## src/rtl/bm_regs_pkg.sv

```systemverilog
package bm_regs_pkg;

  localparam int NCH = 2;

  // status byte bit positions
  localparam int ST_ACT  = 0;
  localparam int ST_ERR  = 1;
  localparam int ST_IRQ  = 2;
  localparam int ST_CAP0 = 5;
  localparam int ST_CAP1 = 6;
  localparam int ST_OFF  = 7;

  // shared mode byte
  localparam int MODE_ADDR    = 4;
  localparam int MODE_WO_POS  = 1;
  localparam int MIR_BASE     = 2;

  localparam int AUX_BASE     = 5;
  localparam int UNMAPPED     = 7;

  function automatic int cmd_addr(int c);
    return 2 * c;
  endfunction

  function automatic int stat_addr(int c);
    return 2 * c + 1;
  endfunction

  function automatic int aux_addr(int c);
    return AUX_BASE + c;
  endfunction

  function automatic int aux_flag_pos(int c);
    return (c == 0) ? 1 : 4;
  endfunction

endpackage

```

## src/rtl/bm_chan_regs.sv

```systemverilog
module bm_chan_regs
  import bm_regs_pkg::*;
#(
  parameter int DW = 8
) (
  input  logic          clk,
  input  logic          rst,
  input  logic          wr_cmd,
  input  logic          wr_stat,
  input  logic [DW-1:0] wr_data,
  input  logic          irq_evt,
  input  logic          err_evt,
  input  logic          xfer_active,
  input  logic          chan_off,
  output logic [DW-1:0] cmd_q,
  output logic [DW-1:0] stat_byte,
  output logic          irq_q,
  output logic          err_q,
  output logic          irq_nxt,
  output logic          err_nxt
);

  logic [1:0] cap_q;
  logic       act_q;
  logic       off_q;

  // set event wins over simultaneous write-1-to-clear
  always_comb begin
    irq_nxt = irq_evt | (irq_q & ~(wr_stat & wr_data[ST_IRQ]));
    err_nxt = err_evt | (err_q & ~(wr_stat & wr_data[ST_ERR]));
  end

  always_ff @(posedge clk) begin
    if (rst) begin
      cmd_q <= '0;
      irq_q <= 1'b0;
      err_q <= 1'b0;
      cap_q <= '0;
      act_q <= 1'b0;
      off_q <= 1'b0;
    end else begin
      if (wr_cmd)  cmd_q <= wr_data;
      if (wr_stat) cap_q <= {wr_data[ST_CAP1], wr_data[ST_CAP0]};
      irq_q <= irq_nxt;
      err_q <= err_nxt;
      act_q <= xfer_active;
      off_q <= chan_off;
    end
  end

  always_comb begin
    stat_byte          = '0;
    stat_byte[ST_ACT]  = act_q;
    stat_byte[ST_ERR]  = err_q;
    stat_byte[ST_IRQ]  = irq_q;
    stat_byte[ST_CAP0] = cap_q[0];
    stat_byte[ST_CAP1] = cap_q[1];
    stat_byte[ST_OFF]  = off_q;
  end

  AST_CMD_CAPTURE: assert property (@(posedge clk) disable iff (rst)
    wr_cmd |=> cmd_q == $past(wr_data));

  AST_IRQ_SET_WINS: assert property (@(posedge clk) disable iff (rst)
    irq_evt |=> irq_q);

  AST_ERR_SET_WINS: assert property (@(posedge clk) disable iff (rst)
    err_evt |=> err_q);

  AST_IRQ_W1C: assert property (@(posedge clk) disable iff (rst)
    (wr_stat && wr_data[ST_IRQ] && !irq_evt) |=> !irq_q);

  AST_ERR_HOLD: assert property (@(posedge clk) disable iff (rst)
    (!err_evt && !(wr_stat && wr_data[ST_ERR])) |=> err_q == $past(err_q));

endmodule

```

## src/rtl/bm_irq_mirror.sv

```systemverilog
module bm_irq_mirror
  import bm_regs_pkg::*;
#(
  parameter int DW = 8
) (
  input  logic                    clk,
  input  logic                    rst,
  input  logic                    wr_mode,
  input  logic [NCH-1:0]          wr_aux,
  input  logic [DW-1:0]           wr_data,
  input  logic [NCH-1:0]          irq_evt,
  output logic [DW-1:0]           mode_rd,
  output logic [NCH-1:0][DW-1:0]  aux_rd,
  output logic [NCH-1:0]          mirror_q,
  output logic [NCH-1:0]          mirror_nxt,
  output logic [NCH-1:0]          ext_q
);

  function automatic logic [DW-1:0] mir_mask_f();
    logic [DW-1:0] m;
    m = '0;
    for (int c = 0; c < NCH; c++) m[MIR_BASE + c] = 1'b1;
    return m;
  endfunction

  localparam logic [DW-1:0] MIR_MASK  = mir_mask_f();
  localparam logic [DW-1:0] WO_MASK   = DW'(1) << MODE_WO_POS;
  localparam logic [DW-1:0] MODE_KEEP = ~(MIR_MASK | WO_MASK);

  logic [DW-1:0] mode_cfg_q;

  always_ff @(posedge clk) begin
    if (rst)          mode_cfg_q <= '0;
    else if (wr_mode) mode_cfg_q <= wr_data & MODE_KEEP;
  end

  genvar g;
  generate
    for (g = 0; g < NCH; g++) begin : g_ch
      localparam int            FP        = aux_flag_pos(g);
      localparam logic [DW-1:0] FLAG_MASK = DW'(1) << FP;

      logic [DW-1:0] aux_cfg_q;
      logic          ext_nxt;

      always_comb begin
        mirror_nxt[g] = irq_evt[g] | (mirror_q[g] & ~(wr_mode & wr_data[MIR_BASE + g]));
        ext_nxt       = irq_evt[g] | (ext_q[g] & ~(wr_aux[g] & wr_data[FP]));
      end

      always_ff @(posedge clk) begin
        if (rst) begin
          mirror_q[g] <= 1'b0;
          ext_q[g]    <= 1'b0;
          aux_cfg_q   <= '0;
        end else begin
          mirror_q[g] <= mirror_nxt[g];
          ext_q[g]    <= ext_nxt;
          if (wr_aux[g]) aux_cfg_q <= wr_data & ~FLAG_MASK;
        end
      end

      always_comb begin
        aux_rd[g]     = aux_cfg_q;
        aux_rd[g][FP] = ext_q[g];
      end

      AST_MIRROR_SET: assert property (@(posedge clk) disable iff (rst)
        irq_evt[g] |=> mirror_q[g]);

      AST_MIRROR_W1C: assert property (@(posedge clk) disable iff (rst)
        (wr_mode && wr_data[MIR_BASE + g] && !irq_evt[g]) |=> !mirror_q[g]);

      AST_AUX_W1C: assert property (@(posedge clk) disable iff (rst)
        (wr_aux[g] && wr_data[FP] && !irq_evt[g]) |=> !ext_q[g]);

      AST_AUX_SET: assert property (@(posedge clk) disable iff (rst)
        irq_evt[g] |=> ext_q[g]);
    end
  endgenerate

  always_comb begin
    mode_rd = mode_cfg_q;
    for (int c = 0; c < NCH; c++) mode_rd[MIR_BASE + c] = mirror_q[c];
  end

  AST_MODE_CFG_WRITE: assert property (@(posedge clk) disable iff (rst)
    wr_mode |=> (mode_rd & MODE_KEEP) == ($past(wr_data) & MODE_KEEP));

endmodule

```

## src/rtl/bm_status_regs.sv

```systemverilog
module bm_status_regs
  import bm_regs_pkg::*;
#(
  parameter int DW = 8,
  parameter int AW = 3
) (
  input  logic           clk,
  input  logic           rst,
  input  logic           wr_en,
  input  logic           rd_en,
  input  logic [AW-1:0]  addr,
  input  logic [DW-1:0]  wr_data,
  output logic [DW-1:0]  rd_data,
  input  logic [NCH-1:0] irq_evt,
  input  logic [NCH-1:0] err_evt,
  input  logic [NCH-1:0] xfer_active,
  input  logic [NCH-1:0] chan_off,
  output logic [NCH-1:0] run,
  output logic [NCH-1:0] irq_test,
  output logic [NCH-1:0] xfer_good
);

  logic [NCH-1:0]          wr_cmd;
  logic [NCH-1:0]          wr_stat;
  logic [NCH-1:0]          wr_aux;
  logic                    wr_mode;

  logic [NCH-1:0][DW-1:0]  cmd_q;
  logic [NCH-1:0][DW-1:0]  stat_byte;
  logic [NCH-1:0][DW-1:0]  aux_rd;
  logic [DW-1:0]           mode_rd;
  logic [NCH-1:0]          irq_q, err_q, irq_nxt, err_nxt;
  logic [NCH-1:0]          mirror_q, mirror_nxt, ext_q;
  logic [DW-1:0]           rd_nxt;

  // address decode
  always_comb begin
    wr_mode = wr_en && (addr == AW'(MODE_ADDR));
    for (int c = 0; c < NCH; c++) begin
      wr_cmd[c]  = wr_en && (addr == AW'(cmd_addr(c)));
      wr_stat[c] = wr_en && (addr == AW'(stat_addr(c)));
      wr_aux[c]  = wr_en && (addr == AW'(aux_addr(c)));
    end
  end

  genvar g;
  generate
    for (g = 0; g < NCH; g++) begin : g_chan
      bm_chan_regs #(.DW(DW)) u_chan (
        .clk         (clk),
        .rst         (rst),
        .wr_cmd      (wr_cmd[g]),
        .wr_stat     (wr_stat[g]),
        .wr_data     (wr_data),
        .irq_evt     (irq_evt[g]),
        .err_evt     (err_evt[g]),
        .xfer_active (xfer_active[g]),
        .chan_off    (chan_off[g]),
        .cmd_q       (cmd_q[g]),
        .stat_byte   (stat_byte[g]),
        .irq_q       (irq_q[g]),
        .err_q       (err_q[g]),
        .irq_nxt     (irq_nxt[g]),
        .err_nxt     (err_nxt[g])
      );

      always_comb run[g] = cmd_q[g][0];

      AST_TEST_NEEDS_BOTH: assert property (@(posedge clk) disable iff (rst)
        irq_test[g] |-> (mirror_q[g] && irq_q[g]));

      AST_GOOD_IMAGE: assert property (@(posedge clk) disable iff (rst)
        xfer_good[g] |-> (irq_q[g] && !err_q[g] && !stat_byte[g][ST_ACT]));
    end
  endgenerate

  bm_irq_mirror #(.DW(DW)) u_mirror (
    .clk        (clk),
    .rst        (rst),
    .wr_mode    (wr_mode),
    .wr_aux     (wr_aux),
    .wr_data    (wr_data),
    .irq_evt    (irq_evt),
    .mode_rd    (mode_rd),
    .aux_rd     (aux_rd),
    .mirror_q   (mirror_q),
    .mirror_nxt (mirror_nxt),
    .ext_q      (ext_q)
  );

  // read mux
  always_comb begin
    rd_nxt = '0;
    if (addr == AW'(MODE_ADDR)) rd_nxt = mode_rd;
    for (int c = 0; c < NCH; c++) begin
      if (addr == AW'(cmd_addr(c)))  rd_nxt = cmd_q[c];
      if (addr == AW'(stat_addr(c))) rd_nxt = stat_byte[c];
      if (addr == AW'(aux_addr(c)))  rd_nxt = aux_rd[c];
    end
  end

  always_ff @(posedge clk) begin
    if (rst) begin
      rd_data   <= '0;
      irq_test  <= '0;
      xfer_good <= '0;
    end else begin
      if (rd_en) rd_data <= rd_nxt;
      irq_test  <= mirror_nxt & irq_nxt;
      xfer_good <= irq_nxt & ~err_nxt & ~xfer_active;
    end
  end

  AST_MODE_WO_READS_ZERO: assert property (@(posedge clk) disable iff (rst)
    (rd_en && addr == AW'(MODE_ADDR)) |=> !rd_data[MODE_WO_POS]);

  AST_UNMAPPED_ZERO: assert property (@(posedge clk) disable iff (rst)
    (rd_en && addr == AW'(UNMAPPED)) |=> rd_data == '0);

  AST_RD_HOLD: assert property (@(posedge clk) disable iff (rst)
    !rd_en |=> $stable(rd_data));

  AST_RESET_CLEAR: assert property (@(posedge clk)
    rst |=> (run == '0 && irq_test == '0 && xfer_good == '0 && rd_data == '0));

endmodule

```

## config.mk

```make
export PLATFORM = sky130hd
export DESIGN_NAME = bm_status_regs
export DESIGN_NICKNAME = d
export VERILOG_FILES = /design/src/rtl/bm_regs_pkg.sv /design/src/rtl/bm_chan_regs.sv /design/src/rtl/bm_irq_mirror.sv /design/src/rtl/bm_status_regs.sv
export SDC_FILE = /design/constraint.sdc
export NUM_CORES = 1
export LEC_CHECK = 0
export ABC_CLOCK_PERIOD_IN_PS = 2600
export CELL_PAD_IN_SITES_DETAIL_PLACEMENT = 1
export CELL_PAD_IN_SITES_GLOBAL_PLACEMENT = 2
export CORE_MARGIN = 3
export CORE_UTILIZATION = 25
export DETAILED_ROUTE_END_ITERATION = 10
export GPL_ROUTABILITY_DRIVEN = 0
export GPL_TIMING_DRIVEN = 0
export PLACE_DENSITY = 0.74
export SETUP_SLACK_MARGIN = 0.15
export SYNTH_ARGS = -nofsm -noshare
export SYNTH_HDL_FRONTEND = slang
export SYNTH_SLANG_ARGS = --single-unit
export TNS_END_PERCENT = 50
```

## constraint.sdc

```tcl
create_clock -name clk -period 2.6 [get_ports clk]
set_input_delay 0.52 -clock clk [delete_from_list [all_inputs] [get_ports clk]]
set_output_delay 0.52 -clock clk [all_outputs]
set_load 0.02 [all_outputs]
```

==> run summary <==
Global routing consumed, over all layers together, 15.2% of the routing resources. The minimum hold slack was 452 ps; the post-route clock skew was 8.01 ps. Counting every net in the synthesized netlist gives 365.

The die covers 12700 um2. The number of buffers inserted by hold repair at cts came out at 0. The run gives 6740 um as the detailed-placement wirelength estimate. For the cell count after synthesis, the log shows 342. The number of setup buffers added after CTS is 0. The nature of the critical path endpoint was a flip-flop. The number of nets with antenna violations after detailed routing was 0. The top-area cell type share of the netlist area works out to 44.2%.

Setup repair after global routing left no endpoint under its margin. The number of vias per cell is 4.76. The flow ran to the end, and the final reports show no timing, DRC or antenna violations. The boundary pin count is 37, and the power density over the cells is 669 nW/um2. The post-synthesis to final-layout area growth was 27.9%. For this run, the detailed router's first-pass iteration total came to 5. TritonCTS built the clock tree.

The die is 113 um wide. The Yosys warning count was 0; the via count was 2530. The endpoint of the worst hold path is g_chan[0].u_chan.cmd_q[2]$_SDFFE_PP0P_. Total of buffers placed on input and output ports: 34. Measured in cells, the most critical reg-to-reg path has a length of 4. For this run, the register share of the synthesized area comes to 44.2%. The worst setup path is launched from an input port.

Cell type with the largest total area after synthesis: dfxtp_1. The critical path class is in2reg. Number of different library cells in the post-synthesis netlist: 40. The number of hold violations in the final report was 0; the cell depth of the worst hold path was 2. The tools report the post-cts gate resize count as 0. For the clock latency on the worst-skew pair, the log shows 320 ps. The tools report the net count of the finished layout as 410.

The first global-routing pass estimated 14700 um of wire. The tools report the worst flop-to-flop path endpoint as rd_data[0]$_SDFFE_PP0P_. The path type of the worst min-delay path was reg2reg. In this run the tightest slew margin relative to its limit is 57.2%. Adding up every negative setup slack in the final design gives 0 ps. After the first detailed-routing iteration, the DRC count stood at 95. The arrival time of the worst setup path came out at 2240 ps. Setup violations remaining at the end of the flow were counted as 0.

The total number of clock tree sinks is 63. The count of flip-flops with a built-in enable after synthesis came out at 0. The total overflow left after global routing is 0.

The maximum fanout count along the critical path was 10; the required time reported for the critical path endpoint was 2780 ps. After detailed routing, the number of remaining DRC violations is 0. The worst-case IR drop observed on VDD is 0.221 mV.

Initial antenna violation count: 0. For this block, the routed nets add up to 9310 um of wire. The logs give 0 for the number of slew-limit violations in the final report and 38 for the number of core rows. Derived from the worst setup path, the maximum achievable clock frequency is 485 MHz. The reg2reg setup slack was 1250 ps; the share of flip-flops with an asynchronous set or reset was 0%. The chip height was 113 um. In the final layout, the share of cells above drive strength 1 is 10.2%. Dividing the synthesized area by the synthesized cell count gives 8.34 um2. Of the available clock period, the critical path in the final layout requires 79.4%. The primary flip-flop cell chosen by synthesis mapping is dfxtp_1.

The mapped netlist covers 2850 um2. The slew at the pin closest to its max-slew limit was 643 ps. In the layout the commonest cells are 73 x nand2_1, 63 x dfxtp_1, 43 x a21oi_1.

Buffers inserted during clock tree synthesis total 9. After synthesis the netlist holds a flip-flop and latch count of 63. The run gives 0 as the number of max-capacitance violations reported. The reg-to-reg critical path startpoint is g_chan[0].u_chan.cmd_q[0]$_SDFFE_PP0P_.

In the post-synthesis netlist, the biggest area contributors are dfxtp_1 44%, nand2_1 9.6%, a21oi_1 7.5%. The most frequent standard cell in the layout excluding fill and tap cells is nand2_1. Entering global routing, the biggest net connects 11 pins. The number of global-route vias before repair was 2689; the number of levels in the clock H-tree was 3. Subtracting the final worst setup slack from the clock period gives 2060 ps. The longest clock path from root to sink contains 2 buffers.

In this run the most critical hold path is launched from g_chan[0].u_chan.cmd_q[2]$_SDFFE_PP0P_. The starting density of the core is 26.0%. The root buffer cell is clkbuf_16.

Total power: 0.00244 W. The share of the core filled with cells is 33.2%, and the leakage power figure is 1.33 nW. In this run the standard cell core region covers 11000 um2. Clock-pin slew was measured on the worst setup and hold paths at 60 ps.

The routed length per placed instance was 17.5 um. The tools report the antenna cell count as 0.
[worst max-delay path, cell delays in order]
cell	delay, ps
clkdlybuf4s50_1	520
buf_4	220
nand2b_1	230
or2_2	340
clkbuf_1	220
nand2_1	120
a21oi_1	70
[metal layers]
layer,GRT usage [%],vias to the layer above,share of wire (%)
li1,-,1264,-
met5,0,-,0
met3,3.42,4,5.3
met2,24.3,55,46
met4,3.93,0,0.60
met1,20.7,1207,48
[how the worst max path moves through the flow]
stage / startpoint / endpoint / slack [ps] / cells after the start
after floorplan: addr[2] / rd_data[7]$_SDFFE_PP0P_ / 1090 / 5
after global placement: addr[0] / rd_data[4]$_SDFFE_PP0P_ / 160 / 7
after detailed placement: addr[2] / u_mirror.g_ch[0].aux_cfg_q[2]$_SDFFE_PP0N_ / 160 / 7
after CTS: addr[2] / u_mirror.g_ch[0].aux_cfg_q[2]$_SDFFE_PP0N_ / 490 / 7
after global routing: addr[2] / u_mirror.g_ch[0].aux_cfg_q[3]$_SDFFE_PP0N_ / 400 / 7
final: addr[2] / u_mirror.g_ch[0].aux_cfg_q[3]$_SDFFE_PP0N_ / 540 / 7
[area by class of cell]
class / count / area (um2)
buffer: 27 / 155
tap: 140 / 175
fill: 1316 / 7340
inverter: 1 / 3.75
clock buffer: 10 / 229
timing repair buffer: 34 / 340
clock inverter: 5 / 50.0
sequential: 63 / 1260
multi-input combinational: 251 / 1430
[cell families (layout without fill, tap and decap cells)]
kind of cell | after synthesis | count (layout) | share of synthesized area [%]
AND/OR/NAND/NOR | 145 | 145 | 25.3
flip-flops | 63 | 63 | 44.2
multiplexers | 17 | 17 | 6.01
AO/OA/AOI/OAI | 89 | 89 | 18.9
buffers and inverters | 28 | 77 | 5.57
[metrics by stage]
step | area, um2 | std cells | setup slack (ps)
5_1_grt | 3650 | 531 | 401
6_report | 3650 | 531 | 537
3_3_place_gp | 3370 | 516 | 158
4_1_cts | 3650 | 531 | 494
3_5_place_dp | 3370 | 516 | 157
2_1_floorplan | 2850 | 342 | 1090
[cells in the mapped netlist (all sizes together), types with 2 or more instances]
master	n
or4b	5
a21o	7
o21bai	5
nand3	4
nor2b	8
nor4b	2
a22o	7
o21ai	13
nand2b	5
a21oi	43
nand3b	6
o21a	2
a31oi	5
o32ai	2
mux2i	16
and4b	2
nor2	29
nor3	4
clkbuf	11
nand2	73
buf	16
a21boi	2
dfxtp	63
and2b	3
[power breakdown]
group | internal, W | leakage [nW] | switching (W)
Clock | 0.000729 | 0.142 | 0.000415
Combinational | 0.000116 | 0.670 | 0.000159
Sequential | 0.00100 | 0.515 | 0.0000179
[sequential cells by signal, indices dropped and copies added (netlist names), 4 cells and up]
| name | count |
|---|---|
| u_mirror.mode_cfg_q | 5 |
| g_chan.u_chan.cmd_q | 16 |
| rd_data | 8 |
| g_chan.u_chan.cap_q | 4 |
| u_mirror.g_ch.aux_cfg_q | 14 |
(Power assumes the default switching activity.)
